===== src/rtl/flash_stat_pkg.sv =====
package flash_stat_pkg;
  typedef enum logic [1:0] {
    ST_ARRAY = 2'd0,
    ST_BUSY  = 2'd1,
    ST_FAIL  = 2'd2
  } op_state_e;
endpackage


===== src/rtl/flash_pulse_ctr.sv =====
module flash_pulse_ctr #(
  parameter int MAX_PULSES = 40,
  localparam int CW = $clog2(MAX_PULSES + 1)
) (
  input  logic          clk,
  input  logic          rst_n,
  input  logic          clr,
  input  logic          en,
  output logic [CW-1:0] cnt
);
  logic [CW-1:0] cnt_d;

  always_comb begin
    cnt_d = cnt;
    if (clr)
      cnt_d = '0;
    else if (en && cnt != CW'(MAX_PULSES))
      cnt_d = cnt + 1'b1;
  end

  always_ff @(posedge clk or negedge rst_n) begin
    if (!rst_n)
      cnt <= '0;
    else if (clr || en)
      cnt <= cnt_d;
  end

  AST_CNT_BOUND: assert property (@(posedge clk) disable iff (!rst_n)
    cnt <= CW'(MAX_PULSES));
endmodule


===== src/rtl/flash_toggle_reg.sv =====
module flash_toggle_reg (
  input  logic clk,
  input  logic rst_n,
  input  logic status_mode,
  input  logic rd_strobe,
  output logic tog
);
  logic tog_d;
  logic tog_en;

  always_comb begin
    tog_en = status_mode && rd_strobe;
    tog_d  = ~tog;
  end

  always_ff @(posedge clk or negedge rst_n) begin
    if (!rst_n)
      tog <= 1'b0;
    else if (tog_en)
      tog <= tog_d;
  end

  AST_TOG_READ: assert property (@(posedge clk) disable iff (!rst_n)
    (status_mode && rd_strobe) |=> (tog != $past(tog)));
  AST_TOG_QUIET: assert property (@(posedge clk) disable iff (!rst_n)
    (!status_mode || !rd_strobe) |=> $stable(tog));
endmodule


===== src/rtl/flash_op_fsm.sv =====
module flash_op_fsm
  import flash_stat_pkg::*;
#(
  parameter int DW           = 8,
  parameter int PROG_PULSES  = 5,
  parameter int ERASE_PULSES = 20,
  parameter int MAX_PULSES   = 40,
  localparam int CW = $clog2(MAX_PULSES + 1)
) (
  input  logic          clk,
  input  logic          rst_n,
  input  logic          prog_start,
  input  logic          erase_start,
  input  logic [DW-1:0] prog_data,
  input  logic [DW-1:0] cell_data,
  input  logic          reset_cmd,
  input  logic [CW-1:0] cnt,
  output op_state_e     state,
  output logic          cnt_clr,
  output logic          cnt_en
);
  op_state_e state_d;
  logic      is_erase, is_erase_d;
  logic      doomed, doomed_d;
  logic      op_en;
  logic      hit_target;

  always_comb begin
    if (is_erase)
      hit_target = (cnt == CW'(ERASE_PULSES - 1));
    else
      hit_target = !doomed && (cnt == CW'(PROG_PULSES - 1));
  end

  always_comb begin
    state_d    = state;
    is_erase_d = is_erase;
    doomed_d   = doomed;
    op_en      = 1'b0;
    cnt_clr    = 1'b0;
    cnt_en     = 1'b0;
    unique case (state)
      ST_ARRAY: begin
        if (erase_start || prog_start) begin
          state_d    = ST_BUSY;
          op_en      = 1'b1;
          cnt_clr    = 1'b1;
          is_erase_d = erase_start;
          doomed_d   = !erase_start && (|(prog_data & ~cell_data));
        end
      end
      ST_BUSY: begin
        cnt_en = 1'b1;
        if (hit_target)
          state_d = ST_ARRAY;
        else if (cnt == CW'(MAX_PULSES))
          state_d = ST_FAIL;
      end
      ST_FAIL: begin
        if (reset_cmd)
          state_d = ST_ARRAY;
      end
      default: state_d = ST_ARRAY;
    endcase
  end

  always_ff @(posedge clk or negedge rst_n) begin
    if (!rst_n)
      state <= ST_ARRAY;
    else
      state <= state_d;
  end

  always_ff @(posedge clk or negedge rst_n) begin
    if (!rst_n) begin
      is_erase <= 1'b0;
      doomed   <= 1'b0;
    end else if (op_en) begin
      is_erase <= is_erase_d;
      doomed   <= doomed_d;
    end
  end

  AST_PROG_DONE: assert property (@(posedge clk) disable iff (!rst_n)
    (state == ST_BUSY && !is_erase && !doomed && cnt == CW'(PROG_PULSES - 1))
      |=> state == ST_ARRAY);
  AST_ERASE_DONE: assert property (@(posedge clk) disable iff (!rst_n)
    (state == ST_BUSY && is_erase && cnt == CW'(ERASE_PULSES - 1))
      |=> state == ST_ARRAY);
  AST_DOOM_FAIL: assert property (@(posedge clk) disable iff (!rst_n)
    (state == ST_BUSY && doomed && cnt == CW'(MAX_PULSES))
      |=> state == ST_FAIL);
  AST_FAIL_HOLD: assert property (@(posedge clk) disable iff (!rst_n)
    (state == ST_FAIL && !reset_cmd) |=> state == ST_FAIL);
  AST_FAIL_EXIT: assert property (@(posedge clk) disable iff (!rst_n)
    (state == ST_FAIL && reset_cmd) |=> state == ST_ARRAY);
  AST_BUSY_OP_KEPT: assert property (@(posedge clk) disable iff (!rst_n)
    (state == ST_BUSY) |=> ($stable(is_erase) && $stable(doomed)));
  AST_START_BUSY: assert property (@(posedge clk) disable iff (!rst_n)
    (state == ST_ARRAY && (prog_start || erase_start)) |=> state == ST_BUSY);
endmodule


===== src/rtl/flash_status_gen.sv =====
module flash_status_gen
  import flash_stat_pkg::*;
#(
  parameter int DW           = 8,
  parameter int PROG_PULSES  = 5,
  parameter int ERASE_PULSES = 20,
  parameter int MAX_PULSES   = 40,
  parameter int SYNC_STAGES  = 2
) (
  input  logic          clk,
  input  logic          rst_n,
  input  logic          prog_start,
  input  logic          erase_start,
  input  logic [DW-1:0] prog_data,
  input  logic [DW-1:0] cell_data,
  input  logic          rd_strobe,
  input  logic          reset_cmd,
  output logic [DW-1:0] dout
);
  localparam int CW       = $clog2(MAX_PULSES + 1);
  localparam int TOG_BIT  = 6;
  localparam int FAIL_BIT = 5;

  logic [SYNC_STAGES-1:0] rst_pipe;
  logic                   rst_int_n;

  always_ff @(posedge clk or negedge rst_n) begin
    if (!rst_n)
      rst_pipe <= '0;
    else
      rst_pipe <= {rst_pipe[SYNC_STAGES-2:0], 1'b1};
  end
  assign rst_int_n = rst_pipe[SYNC_STAGES-1];

  op_state_e     state;
  logic [CW-1:0] cnt;
  logic          cnt_clr, cnt_en;
  logic          tog;
  logic          status_mode;

  assign status_mode = (state != ST_ARRAY);

  flash_op_fsm #(
    .DW(DW), .PROG_PULSES(PROG_PULSES),
    .ERASE_PULSES(ERASE_PULSES), .MAX_PULSES(MAX_PULSES)
  ) u_fsm (
    .clk(clk), .rst_n(rst_int_n),
    .prog_start(prog_start), .erase_start(erase_start),
    .prog_data(prog_data), .cell_data(cell_data),
    .reset_cmd(reset_cmd), .cnt(cnt),
    .state(state), .cnt_clr(cnt_clr), .cnt_en(cnt_en)
  );

  flash_pulse_ctr #(.MAX_PULSES(MAX_PULSES)) u_ctr (
    .clk(clk), .rst_n(rst_int_n),
    .clr(cnt_clr), .en(cnt_en), .cnt(cnt)
  );

  flash_toggle_reg u_tog (
    .clk(clk), .rst_n(rst_int_n),
    .status_mode(status_mode), .rd_strobe(rd_strobe), .tog(tog)
  );

  always_comb begin
    if (status_mode) begin
      dout           = '0;
      dout[TOG_BIT]  = tog;
      dout[FAIL_BIT] = (state == ST_FAIL);
    end else begin
      dout = cell_data;
    end
  end

  AST_ARRAY_PASS: assert property (@(posedge clk) disable iff (!rst_int_n)
    (state == ST_ARRAY) |-> dout == cell_data);
  AST_FAIL_FLAG: assert property (@(posedge clk) disable iff (!rst_int_n)
    (state == ST_BUSY) |-> !dout[FAIL_BIT]);
endmodule


===== config.mk =====
export PLATFORM = sky130hd
export DESIGN_NAME = flash_status_gen
export DESIGN_NICKNAME = d
export VERILOG_FILES = /design/src/rtl/flash_stat_pkg.sv /design/src/rtl/flash_pulse_ctr.sv /design/src/rtl/flash_toggle_reg.sv /design/src/rtl/flash_op_fsm.sv /design/src/rtl/flash_status_gen.sv
export SDC_FILE = /design/constraint.sdc
export NUM_CORES = 1
export LEC_CHECK = 0
export BUFFER_PORTS_ARGS = -buffer_cell sky130_fd_sc_hd__buf_2
export CORE_MARGIN = 8
export CORE_UTILIZATION = 50
export CTS_BUF_LIST = sky130_fd_sc_hd__clkbuf_4 sky130_fd_sc_hd__clkbuf_8
export CTS_CLUSTER_SIZE = 20
export DETAILED_ROUTE_END_ITERATION = 12
export PLACE_DENSITY = 0.79
export SKIP_LAST_GASP = 1
export SLEW_MARGIN = 30
export SYNTH_ARGS = -nofsm -noshare
export SYNTH_HDL_FRONTEND = slang
export SYNTH_HIERARCHICAL = 1
export SYNTH_SLANG_ARGS = --single-unit

===== constraint.sdc =====
create_clock -name clk -period 1.3 [get_ports clk]
set_input_delay 0.26 -clock clk [delete_from_list [all_inputs] [get_ports clk]]
set_output_delay 0.26 -clock clk [all_outputs]
set_load 0.05 [all_outputs]

## After elaboration in Yosys (flattened, before gate mapping)

Index checks and enable logic that the tools add are counted.
Widths: inputs -> output; s select.

| operators by class | value |
|---|---|
| add/subtract/negate cells | 1 |
| reduce and logical (&&, ||, !) cells | 15 |
| muxes and demuxes | 12 |
| equal/unequal tests | 9 |
| bitwise gates (word level) | 3 |

Operator list:

| operator | number |
|---|---|
| $mux 6 | 2 |
| $and 8x8->8 | 1 |
| $mux 2 | 4 |
| $mux 8 | 1 |
| $not 8->8 | 1 |
| $reduce_or 8->1 | 1 |
| $add 6x1->6 const B | 1 |
| $eq 6x3->1 const B | 1 |
| $eq 6x5->1 const B | 1 |
| $eq 6x6->1 const B | 1 |
| $ne 6x6->1 const B | 1 |
| $pmux 2 s3 | 1 |
| $reduce_and 3->1 | 2 |
| $logic_and 1x1->1 | 4 |
| $mux 1 | 4 |
| $reduce_bool 2->1 | 2 |
| $ne 3x1->1 const B | 1 |
| $eq 2x1->1 const B | 1 |
| $eq 2x2->1 const B | 1 |
| $logic_not 1->1 | 2 |
| $logic_not 2->1 | 1 |
| $logic_or 1x1->1 | 2 |
| $ne 2x1->1 const B | 1 |
| $ne 2x2->1 const B | 1 |
| other kinds (2) | 2 |

| storage, ports and cells | value |
|---|---|
| register bits | 13 |
| logic and storage cells | 46 |
| bits of input ports | 22 |

## Depth between registers and ports, before layout

Gate-level depths: netlist of the first run.

| logic depth | value |
|---|---|
| depth in word-level cells | 5 |
| gate-level depth with buffers | 7 |
| gate-level depth less buffers | 6 |

## Modules after synthesis

Netlist of the first run, hierarchy kept.

By module, submodules not included:

| module | cells an instance | area an instance (sq um) | times used |
|---|---|---|---|
| flash_pulse_ctr | 39 | 379.1 | 1 |
| flash_op_fsm | 38 | 287.8 | 1 |
| flash_status_gen | 14 | 136.4 | 1 |
| flash_toggle_reg | 3 | 37.5 | 1 |

## Least setup slack after synthesis of the first run

Ideal clock, no wire load.

| timing | value |
|---|---|
| path type | register to register |
| start point | register u_fsm.state[0] |
| end point | register u_ctr.cnt[0] |
| cell stages (with the launch flop) | 7 |
| data arrival time | 1600 ps |
| required time | 1162 ps |
| path buffers | 1 |
| path slack | -439 ps |
| clock period less this slack | 1739 ps |
| path through | dfrtp_1 nor2_1 o21ai_0 inv_1 clkbuf_1 nor4b_1 or4_1 |

| on the way | value |
|---|---|
| elaborated cells on any way between the ends | 9 |
| those cells by class | eq/ne: 1; mux: 3; reduce/logical: 5 |

RTL lines:

| what | line | source |
|---|---|---|
| from (decl) | flash_op_fsm.sv:18 | `output op_state_e state,` |
| from (signal assigned) | flash_op_fsm.sv:71 | `state <= state_d;` |
| $logic_not 2->1 (*) | flash_op_fsm.sv:42 | `unique case (state)` |
| $mux 1 (*) | flash_op_fsm.sv:42 |  |
| via cnt_clr | flash_status_gen.sv:37 | `logic cnt_clr, cnt_en;` |
| $reduce_bool 2->1 (no line) / $logic_or 1x1->1 (equally long branches) | - |  |
| $reduce_and 2->1 (no line) | - |  |
| to (signal assigned) | flash_pulse_ctr.sv:25 | `cnt <= cnt_d;` |
| to (decl) | flash_pulse_ctr.sv:9 | `output logic [CW-1:0] cnt` |

Mark *: on every way through the listed nets, which the timed path passes. The rest lies on a longest branch.
A chain may end at the register's enable or synchronous reset.

## Final worst setup path of the first run

| timing | value |
|---|---|
| start point | register u_fsm.state[0] |
| end point | output dout[6] |

| on the way | value |
|---|---|
| longest elaborated chain between the ends | 2 |

Ends and longest elaborated chain:

| what | line | source |
|---|---|---|
| $reduce_bool 2->1 | flash_status_gen.sv:41 | `assign status_mode = (state != ST_ARRAY);` |
| $mux 8 | flash_status_gen.sv:65 | `if (status_mode) begin` |
| to (decl) | flash_status_gen.sv:18 | `output logic [DW-1:0] dout` |

Every way passes these cells.

==> results of run 1 <==
[power by group]
group	internal, mW	switching, mW
clock	0.114	0.138
combinational	1.07	0.978
sequential	0.556	0.113
total	1.74	1.23
[final cells by class]
class                           count  area share, %
Clock buffer                        3          1.629
Inverter                           12          3.258
Tap cell                           17          1.538
Clock inverter                      1         0.3620
Sequential cell                    13          23.71
Timing Repair Buffer               60          33.57
Multi-Input combinational cell     67          35.93
[through the flow]
| step | instances | utilization (%) | TNS [ps] |
|---|---|---|---|
| after floorplan | 94 | - | -512.0 |
| after global placement | 160 | 70.83 | -1435 |
| after detailed placement | 160 | 70.83 | -2047 |
| after CTS | 170 | 80.68 | -3803 |
| after global routing | 173 | 83.71 | -4443 |
| final | 173 | 83.71 | -3394 |
[cell usage after synthesis, types with 2 or more instances]
cell type	n	share of area [%]
a21oi_1	3	1.8
and2_2	6	5.4
clkbuf_1	2	0.89
dfrtp_1	13	39
ha_1	2	3.0
inv_1	12	5.4
nand2_1	8	3.6
nand3b_1	2	1.8
nand4_1	2	1.5
nand4b_1	3	3.1
nor2_1	8	3.6
o21ai_0	4	2.4
o22ai_1	4	3.0
xor2_1	2	2.1
[per-layer routing]
layer	track usage [%]	share of wire [%]	vias to the layer above
met5	0	0	-
met4	6.040	1.7	0
met3	6.430	8.3	6
met2	31.63	54	38
met1	14.66	36	450
li1	-	-	451
[registers in the layout, summed over array words and instances, names as in the netlist]
name            flops
rst_pipe            2
u_ctr/cnt           6
u_fsm/doomed        1
u_fsm/is_erase      1
u_fsm/state         2
u_tog/tog           1
[worst max-delay path: stages, from the launching register on]
cell     delay (ps)
dfrtp_2         430
buf_6           130
nor2_4          130
mux2_4          320
buf_8           150
[timing repair]
item                                    CTS  global route
hold buffers                              1             0
pin swaps                                 3             6
endpoints found under the setup margin   15            16
endpoints found under the hold margin     2             0
resized for setup                        28            10
setup buffers                             5             3
[final timing paths]
path | cells past startpoint | startpoint | slack, ps | to
hold reg to reg | 0 | rst_pipe[1] | 190 | u_ctr/cnt[0]
max in group asynchronous | 0 | rst_pipe[1] | 760 | u_fsm/state[0]
min in group clk | 3 | rd_strobe | 240 | u_tog/tog
setup reg to reg | 7 | u_fsm/state[1] | -370 | u_ctr/cnt[0]
hold / removal | 0 | rst_pipe[1] | 190 | u_ctr/cnt[0]
setup / recovery | 4 | u_fsm/state[0] | -410 | dout[6]
[logic make-up (layout without fill, tap and decap cells)]
logic type,count (synthesis),after routing
AND/OR/NAND/NOR,43,43
XOR/XNOR,3,3
adder cells (fa/ha/maj),2,2
multiplexers,2,2
buffers and inverters,14,76
flip-flops,13,13
AO/OA/AOI/OAI,16,16
other,1,1
==> impl_metrics.tcl, run 1 <==
set metrics [dict create \
    p_total_mw 2.971 \
    drv_slew 0 \
    synthCells 94 \
    wl_per_cell_um 15.69 \
    ctsRootBufferMaster "clkbuf_4" \
    worstSetupPathType "reg2out" \
    vias 945 \
    fmax_ghz 0.5849 \
    drt_iter0_drc 25 \
    synth_edf_count 0 \
    failed_checks "setup timing" \
    cts_tree "done" \
    chipHeight_um 57.01 \
    fin_crit_sh_pct 131.5 \
    ioPinCount 30 \
    dp_hpwl_mm 1.951 \
    grt_overflow 0 \
    hold_path_class "reg2async" \
    min_period_ps 1710 \
    grt_pass1_vias 977 \
    maxCapViolations 0 \
    placed_area_mm2 0.001170 \
    synth-compound-area-share_pct 12.35 \
    skew_ps 3.083 \
    synth.distinct_cells 37 \
    layout_commonest_cell "buf_4" \
    fin_nets 181 \
    hold_viol 0 \
    synth_fp_nets 118 \
    mostFrequentLayoutCells "26 x buf_4, 21 x buf_2, 11 x inv_1, 11 x dfrtp_1" \
    clkLatencyLatePin_ps 280 \
    die_area_mm2 0.003250 \
    ys_seq_area_share_pct 38.69 \
    ys_warn_count 6 \
    drt_wl_total_mm 2.714 \
    start_util_pct 50.91 \
    synthArstFlopShare_pct 100.0 \
    firstDrtPassIters 4 \
    antenna_found_initial 0 \
    via_per_inst 5.462 \
    multi_input_area_um2 496.7 \
    synth_top_family_by_area "simple AND/OR/NAND/NOR gates" \
    cp_max_fo 5 \
    ir_worst_vdd_mv 1.452 \
    rsz0062_at_grt "true" \
    syn_area_per_cell_um2 8.945 \
    cp-start-kind "register" \
    end_kind "output port" \
    timing.hold.ws_ps 192.3 \
    grt_max_degree 12 \
    stdcell_area_mm2 0.001383 \
    drc 0 \
    dp_slack_ps -274.0 \
    synth_xor_xnor_area_share_pct 3.125 \
    die_x_um 57.01 \
    ant_nets 0 \
    status "finished with violations" \
    regArea_um2 327.8 \
    cts_sinks 13 \
    syn_to_final_growth_pct 64.44 \
    synth_flop_cell "dfrtp_1" \
    cts_htree_levels 1 \
    grt_usage_pct 16.39 \
    yosys.area_share.adder_pct 2.976 \
    io_buffers 29 \
    p_per_area_mw_per_mm2 2149 \
    ys_seq_elements 13 \
    power_leakage_nw 0.7151 \
    cts.path.max_buffers 2 \
    muxShareOfSynthArea_pct 3.125 \
    cp.required_ps 1040 \
    synth_simple_gate_area_share_pct 33.04 \
    num_rows 15 \
    crit_arrival_ps 1450 \
    place.gp.congestion 0.7784 \
    drive_gt1_share_pct 55.13 \
    setup_violations 15 \
    path_clk_slew_ps 80 \
    netlist_area_um2 840.8 \
    fillers 99 \
    core_area_mm2 0.001652 \
    n_antenna_cell 0 \
    layout_setup_ws_ps -409.7 \
    cts_buffers 3 \
    grt_pass1_wl_mm 4.291 \
]
Note: power is estimated with default switching activity, not from simulation.
==> run 2, diff against run 1 <==
--- a/config.mk
+++ b/config.mk
@@ -7,14 +7,13 @@
 export LEC_CHECK = 0
 export BUFFER_PORTS_ARGS = -buffer_cell sky130_fd_sc_hd__buf_2
 export CORE_MARGIN = 8
-export CORE_UTILIZATION = 50
+export CORE_UTILIZATION = 30
 export CTS_BUF_LIST = sky130_fd_sc_hd__clkbuf_4 sky130_fd_sc_hd__clkbuf_8
 export CTS_CLUSTER_SIZE = 20
 export DETAILED_ROUTE_END_ITERATION = 12
-export PLACE_DENSITY = 0.79
+export PLACE_DENSITY = 0.53
 export SKIP_LAST_GASP = 1
 export SLEW_MARGIN = 30
 export SYNTH_ARGS = -nofsm -noshare
 export SYNTH_HDL_FRONTEND = slang
-export SYNTH_HIERARCHICAL = 1
 export SYNTH_SLANG_ARGS = --single-unit
==> run 2 against run 1 <==
Global-route usage decreased by 5.7 points. Critical path type unchanged. Largest power group unchanged. Final cell count shrank 6.9%. Die area up 35%. Critical path depth decreased by 1. Clock power increased by 15%. Routed wire length down 18%. The flow still finishes with violations (setup timing).
==> impl_metrics.tcl, run 2 <==
set metrics [dict create \
    cts.path.max_buffers 2 \
    io_buffers 29 \
    synthCells 85 \
    synth_top_cells_by_area "dfrtp_1 43%, and2_1 5.0%, inv_1 5.0%" \
    dp_hpwl_mm 1.588 \
    vias 783 \
    ys_seq_area_share_pct 43.12 \
    pwr-share-comb_pct 61.6 \
    p_switching_mw 1.048 \
    layout_commonest_cell "buf_2" \
    netlist_area_um2 754.5 \
    drive_gt1_share_pct 48.09 \
    crit_arrival_ps 1320 \
    die_x_um 66.15 \
    synth_most_common_cell "dfrtp_1" \
    worstRegToRegCells 6 \
    ys_warn_count 0 \
    num_rows 18 \
    crit_cells 3 \
    fin_cells 161 \
    syn_area_per_cell_um2 8.876 \
    via_per_inst 4.863 \
    drt_wl_total_mm 2.214 \
    status "finished with violations" \
    synth.distinct_cells 29 \
    cp.required_ps 1040 \
    timing.rr.start "u_fsm.state[0]" \
    fin_crit_sh_pct 121.4 \
    ys_seq_elements 13 \
    cts_sinks 13 \
    cts_tree "done" \
    ioPinCount 30 \
    regMostFlops "u_ctr.cnt" \
    stdcell_area_mm2 0.001229 \
    hold_viol 0 \
    n_antenna_cell 0 \
    ant_nets 0 \
    ctsRootBufferMaster "clkbuf_4" \
    pwr-share-seq_pct 26.9 \
    drv_slew 0 \
    place.gp.congestion 0.8298 \
    min_period_ps 1578 \
    mostFrequentLayoutCells "21 x buf_2, 13 x dfrtp_1, 10 x inv_1, 8 x buf_6, 8 x buf_4" \
    drc 0 \
    drt_iter0_drc 38 \
    placed_cells 152 \
    core_area_mm2 0.002432 \
    cts_buffers 3 \
    fin_nets 156 \
    largest_registers "u_ctr.cnt (6), rst_pipe (2), u_fsm.state (2)" \
    rsz0062_at_grt "true" \
    cp.buffers_inverters 1 \
    cp-start-kind "register" \
    ir_worst_vdd_mv 1.219 \
    synth_edf_count 0 \
    firstDrtPassIters 4 \
    hold_path_class "reg2async" \
    worstSetupPathType "reg2out" \
    synthDominantCellAreaShare_pct 43.12 \
    path_clk_slew_ps 80 \
    syn_to_final_growth_pct 62.85 \
    p_sw_share_pct 41.82 \
    synth_flop_cell "dfrtp_1" \
    grt_overflow 0 \
    failed_checks "setup timing" \
    critical_path.top_delay_family "flip-flops" \
    clkLatencyLatePin_ps 290 \
    chipHeight_um 66.15 \
    synthArstFlopShare_pct 100.0 \
    cellInternalPower_mw 1.458 \
    power_leakage_nw 0.6070 \
    fmax_ghz 0.6335 \
    grt_pass1_wl_mm 3.588 \
    die_area_mm2 0.004376 \
    layout_setup_ws_ps -278.5 \
    synth_common_cells "13 x dfrtp_1, 10 x inv_1, 9 x nor2_1, 6 x and2_1, 5 x nand2_1" \
    maxCapViolations 0 \
    skew_ps 5.324 \
    cp_cell_sequence "nor2_4 -> mux2_4 -> buf_8" \
    placed_area_mm2 0.001025 \
    synth_top_area_cell "dfrtp_1" \
    setup_violations 16 \
    dp_slack_ps -81.54 \
    cpMaxStageDelayCell "dfrtp_1" \
    end_kind "output port" \
    largest_reg_flops 6 \
    cp_max_fo 2 \
    reg2reg_to "u_fsm.state[1]" \
    start_util_pct 31.02 \
    cts_htree_levels 1 \
    clkPwrFrac_pct 11.5 \
    synth_fp_nets 109 \
    grt_usage_pct 10.68 \
    antenna_found_initial 0 \
    grt_max_degree 12 \
    wl_per_cell_um 13.75 \
    max_stage_delay_ps 420 \
    grt_pass1_vias 816 \
    p_per_area_mw_per_mm2 2040 \
    timing.hold.ws_ps 187.2 \
    r2r_setup_slack_ps -170 \
]
## run 2: cell count changes after synthesis, moves of 2 or more
cell / previous run / this run
nand4_1: 2 / 4
and2_2: 6 / 0
o31ai_1: 1 / 3
nand2_1: 8 / 5
inv_1: 12 / 10
o211ai_1: 0 / 2
nand3b_1: 2 / 0
nand2b_1: 0 / 2
nand4b_1: 3 / 0
and2_1: 0 / 6
a21oi_1: 3 / 0
## run 2: repair_timing
action | 4_1_cts | 5_1_grt
hold buffers | 1 | 0
gates resized for setup | 28 | 11
endpoints found under the setup margin | 14 | 17
hold endpoints to repair | 2 | 0
pin swaps | 5 | 14
buffers inserted | 1 | 3
## run 2: layer usage
metal / global-route usage (%) / vias to the layer above / wire [um]
li1: - / 382 / -
met1: 11.57 / 376 / 888
met2: 18.46 / 20 / 1170
met3: 2.373 / 5 / 103
met4: 6.400 / 0 / 51
met5: 0 / - / 0
## run 2: logic make-up (layout without fill, tap and decap cells)
family | count (synthesis) | in the layout | synth area share (%)
AND/OR/NAND/NOR | 35 | 35 | 24.55
AO/OA/AOI/OAI | 17 | 17 | 15.42
flip-flops | 13 | 13 | 43.12
buffers and inverters | 12 | 58 | 6.965
XOR/XNOR | 4 | 4 | 4.644
adder cells (fa/ha/maj) | 2 | 2 | 3.316
other | 1 | 1 | 0.4970
multiplexers | 1 | 1 | 1.492
## run 2: how the worst max path moves through the flow
stage                    from      endpoint  slack [ps]
3_5_place_dp     u_ctr.cnt[0]  u_ctr.cnt[2]         -80
5_1_grt        u_fsm.state[0]       dout[6]        -320
4_1_cts        u_fsm.state[0]       dout[6]        -270
3_3_place_gp     u_ctr.cnt[1]  u_ctr.cnt[2]         -70
2_1_floorplan    u_ctr.cnt[1]  u_ctr.cnt[2]        -230
6_report       u_fsm.state[0]       dout[6]        -280
## run 2: power by group through the flow
stage	registers [mW]	logic, mW	clock network, mW
after floorplan	0.694	0.786	0
after global placement	0.673	1.20	0
after detailed placement	0.673	1.21	0
after CTS	0.669	1.42	0.289
after global routing	0.694	1.66	0.309
final	0.674	1.54	0.289
## run 2: final cells by class
cell class	instances	area, um^2
clock buffers	4	30.03
fillers	242	1204
inverters	10	37.54
multi-input cells	60	442.9
flip-flops and latches	13	325.3
well taps	30	37.54
repair buffers	44	355.3
## run 2: stage by stage
step           TNS, ps  total power [mW]  util [%]
2_1_floorplan   -338.3             1.481         -
3_3_place_gp    -510.8             1.870     42.13
3_5_place_dp    -698.5             1.885     42.13
4_1_cts          -2426             2.377     48.10
5_1_grt          -3643             2.661     50.51
6_report         -2746             2.506     50.51
